File: config.mk
export PLATFORM = sky130hd
export DESIGN_NAME = smbus_blk_regs
export DESIGN_NICKNAME = d
export VERILOG_FILES = /design/src/rtl/smbus_blk_regs.sv
export SDC_FILE = /design/constraint.sdc
export NUM_CORES = 1
export LEC_CHECK = 0
export BUFFER_PORTS_ARGS = -buffer_cell sky130_fd_sc_hd__buf_4
export CORE_MARGIN = 2
export CORE_UTILIZATION = 50
export DETAILED_ROUTE_END_ITERATION = 7
export MAX_ROUTING_LAYER = met4
export PLACE_DENSITY = 0.7
export SETUP_SLACK_MARGIN = 0.15
export SLEW_MARGIN = 40
export SYNTH_ARGS = -nofsm -noshare
export SYNTH_HDL_FRONTEND = slang
export SYNTH_SLANG_ARGS = --single-unit
File: constraint.sdc
create_clock -name clk -period 4.8 [get_ports clk]
set_clock_uncertainty 0.2 [all_clocks]
set_input_delay 0.72 -clock clk [delete_from_list [all_inputs] [get_ports clk]]
set_output_delay 0.72 -clock clk [all_outputs]
set_load 0.01 [all_outputs]
File: src/rtl/smbus_blk_regs.sv
`timescale 1ns/1ps
module smbus_blk_regs #(
  parameter int NREGS = 8,
  parameter logic [6:0] DEV_ADDR = 7'h6E
) (
  input  logic               clk,
  input  logic               rst_n,
  input  logic               scl_in,
  input  logic               sda_in,
  output logic               sda_oe,
  output logic [NREGS*8-1:0] regs_o,
  output logic [7:0]         cnt_o
);
  localparam int AW = (NREGS > 1) ? $clog2(NREGS) : 1;
  localparam logic [7:0] LAST  = 8'(NREGS - 1);
  localparam logic [7:0] CNTIX = 8'(NREGS);

  typedef enum logic [2:0] {S_IDLE, S_ADDR, S_IDX, S_CNT, S_WDAT, S_RACK, S_RCNT, S_RDAT} st_t;

  logic [2:0] scl_q, sda_q;
  logic       scl_s, scl_p, sda_s, rise, fall, sta, stp;
  st_t        st;
  logic [7:0] mem [NREGS];
  logic [7:0] cnt_r, ptr, left, sh, rd_byte;
  logic [3:0] bitn;
  logic       ackph, hack, oe, rx, tx;

  assign scl_s = scl_q[1];
  assign scl_p = scl_q[2];
  assign sda_s = sda_q[1];
  assign rise  = scl_s & ~scl_p;
  assign fall  = ~scl_s & scl_p;
  assign sta   = scl_s & scl_p & sda_q[2] & ~sda_q[1];
  assign stp   = scl_s & scl_p & ~sda_q[2] & sda_q[1];
  assign rx    = st inside {S_ADDR, S_IDX, S_CNT, S_WDAT};
  assign tx    = st inside {S_RCNT, S_RDAT};
  assign sda_oe = oe;
  assign cnt_o  = cnt_r;

  for (genvar i = 0; i < NREGS; i++) begin : g_out
    assign regs_o[i*8 +: 8] = mem[i];
  end

  always_comb begin
    rd_byte = 8'h00;
    if (ptr <= LAST) rd_byte = mem[ptr[AW-1:0]];
    else if (ptr == CNTIX) rd_byte = cnt_r;
  end

  always_ff @(posedge clk or negedge rst_n) begin
    if (!rst_n) begin
      scl_q <= '1;
      sda_q <= '1;
    end else begin
      scl_q <= {scl_q[1:0], scl_in};
      sda_q <= {sda_q[1:0], sda_in};
    end
  end

  always_ff @(posedge clk or negedge rst_n) begin
    if (!rst_n) begin
      st <= S_IDLE; oe <= 1'b0; ackph <= 1'b0; hack <= 1'b0;
      bitn <= '0; sh <= '0; ptr <= '0; left <= '0; cnt_r <= CNTIX;
      for (int i = 0; i < NREGS; i++) mem[i] <= '0;
    end else if (sta) begin
      st <= S_ADDR; bitn <= '0; ackph <= 1'b0; oe <= 1'b0;
    end else if (stp) begin
      st <= S_IDLE; ackph <= 1'b0; oe <= 1'b0;
    end else if (st != S_IDLE) begin
      if (rise) begin
        if (!ackph) begin
          bitn <= bitn + 4'd1;
          if (rx) sh <= {sh[6:0], sda_s};
        end else begin
          hack <= ~sda_s;
        end
      end
      if (fall) begin
        if (!ackph && bitn == 4'd8) begin
          ackph <= 1'b1;
          oe <= 1'b0;
          case (st)
            S_ADDR:
              if (sh[7:1] == DEV_ADDR) begin
                oe <= 1'b1;
                st <= sh[0] ? S_RACK : S_IDX;
              end else begin
                st <= S_IDLE; ackph <= 1'b0;
              end
            S_IDX: begin ptr <= sh; oe <= 1'b1; st <= S_CNT; end
            S_CNT: begin left <= sh; oe <= 1'b1; st <= S_WDAT; end
            S_WDAT:
              if (left != 8'd0) begin
                if (ptr <= LAST) mem[ptr[AW-1:0]] <= sh;
                else if (ptr == CNTIX) cnt_r <= sh;
                ptr <= ptr + 8'd1;
                left <= left - 8'd1;
                oe <= 1'b1;
              end else begin
                st <= S_IDLE; ackph <= 1'b0;
              end
            default: ;
          endcase
        end else if (ackph) begin
          ackph <= 1'b0; bitn <= '0; oe <= 1'b0;
          if (st == S_RACK) begin
            st <= S_RCNT; sh <= cnt_r; oe <= ~cnt_r[7];
          end else if (tx) begin
            if (hack) begin
              st <= S_RDAT; sh <= rd_byte; oe <= ~rd_byte[7]; ptr <= ptr + 8'd1;
            end else begin
              st <= S_IDLE;
            end
          end
        end else if (tx) begin
          oe <= ~sh[6];
          sh <= {sh[6:0], 1'b0};
        end
      end
    end
  end
endmodule

* Yosys cells after proc, flatten, opt, wreduce, memory -nomap -nowiden
Index checks and enable logic that the tools add are counted.
** Word-level totals
- Register bits after elaboration :: 112
- Bits in latches :: 0
- Memory bits (writable) :: 0
- Memory bits (read-only) :: 0
- Input port bits :: 4
- Word-level logic and storage cells :: 155
- Memories :: 0
** Cells by class
- Add/subtract/negate cells :: 3
- $mul :: 0
- Div/mod/pow operators :: 0
- $lt $le $gt $ge :: 3
- Equality and inequality tests :: 17
- Shifts and indexed selects :: 0
- Muxes and demuxes :: 67
- Bitwise gates (word level) :: 18
- Reductions and logical operators :: 28
** Operator list (count)
- $mux 8 :: 22
- $bwmux 64 :: 1
- $mux 3 :: 12
- $mux 4 :: 8
- $pmux 8 s2 :: 2
- $bmux 8 s3 :: 1
- $demux 8 s3 :: 1
- $mux 1 :: 17
- $eq 3x3->1 const B :: 4
- $pmux 3 s4 :: 1
- $reduce_bool 2->1 :: 6
- $not 1->1 :: 10
- $reduce_and 10->1 :: 1
- $reduce_bool 5->1 :: 2
- $reduce_and 9->1 :: 1
- $reduce_bool 3->1 :: 3
- $add 8x1->8 const B :: 1
- $eq 8x4->1 const B :: 1
- $le 8x3->1 const B :: 1
- $reduce_and 8->1 :: 1
- $reduce_bool 4->1 :: 2
- $reduce_bool 8->1 :: 1
- $sub 8x1->8 const B :: 1
- $and 1x1->1 :: 7
- other kinds (24) :: 29

* Longest topological paths before layout
- Depth after elaboration :: 15
- Mapped depth :: 10
- Mapped depth without buffers :: 8

* Worst setup path before layout
No wires, ideal clock.
- Kind :: flip-flop to flip-flop
- From :: reg ptr[4]
- To :: reg mem (netlist bit regs_o[10])
- Arrival time :: 2142 ps
- Required time :: 4475 ps
- Path slack :: 2333 ps
- Stages on the path, launching flop included :: 8
- Clock period less this slack :: 2467 ps
- Cell sequence :: dfrtp_1 > nor4_1 > nor2b_1 > clkbuf_1 > nand4_1 > or2_1 > nor3_4 > mux2_2
** On the way
- Cells in the longest elaborated chain, start to end :: 2
** RTL lines
- start, declared :: line 24 : logic [7:0] cnt_r, ptr, left, sh, rd_byte;
- start signal, assigned :: line 96 : ptr <= ptr + 8'd1;
- $le 8x3->1 :: line 94 : if (ptr <= LAST) mem[ptr[AW-1:0]] <= sh;
- $reduce_and 8->1 (no source line)
- end signal, assigned by index :: line 94
- end, declared :: line 23 : logic [7:0] mem [NREGS];
Every way passes these cells.
A chain may end at the register's enable or synchronous reset.

* Final worst setup path
- From :: reg st[2]
- To :: reg mem (netlist bit regs_o[40])
** On the way
- Cells in the longest elaborated chain, start to end :: 2
- Elaborated cells on any way between the ends :: 3
** RTL lines
- start, declared :: line 22 : st_t st;
- start signal, assigned :: line 86 : st <= sh[0] ? S_RACK : S_IDX;
- $eq 3x3->1 / $reduce_bool 3->1 (equally long branches) :: line 82, 69
- $reduce_and 8->1 (no source line) *
Every way passes the cells marked *; elsewhere a longest branch is shown, timed or not.

==> results_dict.tcl <==
set metrics [dict create \
    synth_seq_cells 112 \
    synth_area_sq_mm 0.00620 \
    drc 0 \
    grt_first_pass_wirelength_um 27100 \
    switchingPower_uw 667 \
    synth_top_area_share_pct 42.4 \
    yosysTopAreaCell "dfrtp_1" \
    hold_viol 0 \
    routabilityCongestion 0.877 \
    dr.pass1.iters 5 \
    clockPowerShare_pct 35.5 \
    area_growth_pct 15.2 \
    worstPathMaxFanout 25 \
    fin_ws_ns 1.10 \
    cts_sinks 112 \
    cts_tree "yes" \
    syn_nets 609 \
    antenna_found_initial 0 \
    io_pins 77 \
    synth_edf_count 0 \
    worstPathArrival_ns 3.75 \
    num_rows 40 \
    slowest_delay_ns 0.82 \
    cap_violations 0 \
    period_needed_ns 3.70 \
    p_leak_nw 3.30 \
    root_buffer "clkbuf_16" \
    synth_top_cells_by_area "dfrtp_1, mux2_2, mux2i_1, a21oi_1, dfstp_2" \
    crit_chain "or3b_1 -> a21oi_1 -> nand4_1 -> or2_1 -> nor2b_1 -> mux2_2" \
    slew-limit-headroom_pct 43.9 \
    dp.cells 800 \
    dpl_cell_area_sq_mm 0.00684 \
    synthFlopType "dfrtp_1" \
    antennaDiodeCount 0 \
    post-cts-setup-buffer-count 0 \
    cp-end-kind "flop" \
    r2r-end "regs_o[40]$_DFFE_PN0P_" \
    ys_seq_area_share_pct 45.3 \
    syn_area_per_cell_sq_um 10.4 \
    fillers 1034 \
    io_buffers 76 \
    ant_nets 0 \
    cts_resized 0 \
    netSwitchingFraction_pct 31.3 \
    routed.top_layer "met4" \
    hold_path.class "reg2reg" \
    cts_buffers 9 \
    internal-power_mw 1.47 \
    fmax_ghz 0.270 \
    postLayoutCoreUtil_pct 59.3 \
    via_per_inst 6.17 \
    ys_warn_count 0 \
    ctsHoldBuffers 0 \
    cts.clk_slew.worst_paths_ns 0.07 \
    pwr-share-comb_pct 9.4 \
    wl_met1_um 7230 \
    start_util_pct 51.4 \
    outcome "finished, final reports clean" \
    dieArea_sq_mm 0.0133 \
    r2r_slack_ns 1.10 \
    layout.nets 653 \
    cp-start-kind "flop" \
    grt_pass1_vias 5015 \
    ir_worst_vdd_mv 0.210 \
    crit_path_start "st[2]$_DFFE_PN0P_" \
    drive_above_1_share_pct 29.9 \
    synthCells 599 \
    met2WireLength_um 8100 \
    cts_buffer_depth 2 \
    rr_worst_depth 6 \
    yosysMostFrequentCell "dfrtp_1" \
    finalWirelength_um 16700 \
    drtIter0Drc 392 \
    p_seq_share_pct 55.0 \
    worstPathRequired_ns 4.85 \
    slowest_stage "dfrtp_1" \
    core_sq_mm 0.0121 \
    die_h_um 115 \
    synth-async-reset-ratio_pct 100 \
    total_power_mw 2.13 \
    pre_cts_ws_ns 1.21 \
    hold_depth 0 \
    finalCritPeriodShare_pct 77.1 \
    setup_tns_ns 0 \
    tightestPinTransition_ns 0.842 \
    rr_startpoint "st[2]$_DFFE_PN0P_" \
    worstSetupPathType "reg2reg" \
    worstSkewPairLatency_ns 0.36 \
    ys_types 65 \
    layout.cells.non_filler 816 \
    grt_usage_pct 27.4 \
    fin_area_sq_mm 0.00715 \
    netlist_top_cells_count "dfrtp_1, mux2_2, nand2_1" \
    setup_violations 0 \
    grt_max_degree 79 \
    htreeDepth 3 \
    hold_ws_ns 0.161 \
    rsz0062_at_grt "no" \
    drv_slew 0 \
    dr_wl_met3_um 1010 \
    grt_overflow 0 \
    wl_per_cell_um 20.4 \
    power_density_mw_per_mm2 299 \
    dieWidth_um 115 \
    post-dp-hpwl_um 11500 \
    worstSetupEndpoint "regs_o[40]$_DFFE_PN0P_" \
    vias 5034 \
]
-- cell type report --
cell class / count / area, sq um / share of cell area, %
Tap cell: 168 / 210 / 2.94
Inverter: 11 / 41.3 / 0.578
Timing Repair Buffer: 80 / 604 / 8.46
Multi-Input combinational cell: 429 / 3180 / 44.4
Sequential cell: 112 / 2810 / 39.4
Clock buffer: 11 / 253 / 3.54
Clock inverter: 5 / 50.0 / 0.700
-- placed cells by master (no fill, tap or decap), types with 4 or more instances in the layout --
master / Yosys / final
o211ai_1: 15 / 15
nor2b_1: 11 / 11
o22ai_1: 6 / 6
a22oi_1: 9 / 9
clkbuf_16: 0 / 9
nand3_1: 30 / 30
mux2_2: 72 / 72
ha_1: 6 / 6
mux2i_1: 24 / 24
a32oi_1: 7 / 7
nand2b_1: 7 / 7
a21oi_1: 37 / 37
dfstp_2: 7 / 7
inv_1: 11 / 11
and2_1: 4 / 4
nor3_1: 7 / 7
and3_1: 6 / 6
dfrtp_1: 105 / 104
mux4_2: 8 / 8
nand4_1: 4 / 4
or3_1: 5 / 5
nand2_1: 42 / 42
nor2_1: 39 / 39
o21ai_0: 34 / 34
buf_4: 0 / 79
-- routing by layer --
layer	up-vias	GRT usage, %
li1	2297	-
met1	2517	36.9
met2	189	41.9
met3	31	6.01
met4	0	7.79
met5	-	-
-- power groups by stage --
stage	combinational (mW)	clock, mW	sequential (mW)
after global placement	0.193	0	1.18
after global routing	0.232	0.815	1.18
after floorplan	0.236	0	1.03
after CTS	0.202	0.773	1.17
final	0.201	0.758	1.17
after detailed placement	0.200	0	1.19
-- cell families after synthesis --
family,Yosys count,synth area share [%]
AND/OR/NAND/NOR,176,14.7
buffers and inverters,58,3.65
flip-flops,112,45.3
multiplexers,105,20.0
XOR/XNOR,2,0.282
adder cells (fa/ha/maj),6,1.21
AO/OA/AOI/OAI,140,14.8
-- critical path, delay by kind of cell (launching register included) --
kind	cells	cell delay (ns)
compound gates	1	0.29
flops	1	0.82
mux	1	0.41
simple gates	4	1.85
-- how the worst min path moves through the flow --
stage                          to  slack (ns)          startpoint
6_report       scl_q[1]$_DFF_PN1_        0.16  scl_q[0]$_DFF_PN1_
5_1_grt        scl_q[1]$_DFF_PN1_        0.16  scl_q[0]$_DFF_PN1_
4_1_cts        scl_q[1]$_DFF_PN1_        0.16  scl_q[0]$_DFF_PN1_
3_5_place_dp   scl_q[1]$_DFF_PN1_        0.15  scl_q[0]$_DFF_PN1_
3_3_place_gp   scl_q[1]$_DFF_PN1_        0.15  scl_q[0]$_DFF_PN1_
2_1_floorplan  scl_q[1]$_DFF_PN1_        0.15  scl_q[0]$_DFF_PN1_
-- flip-flops by register name, summed over array words and instances, names as in the netlist --
register and flops:
ackph 1, bitn 4, cnt_o 8, hack 1, left 8, ptr 8
regs_o 64, scl_q 3, sda_oe 1, sda_q 3, sh 8, st 3
No activity file was read; power rests on OpenSTA's default activity.
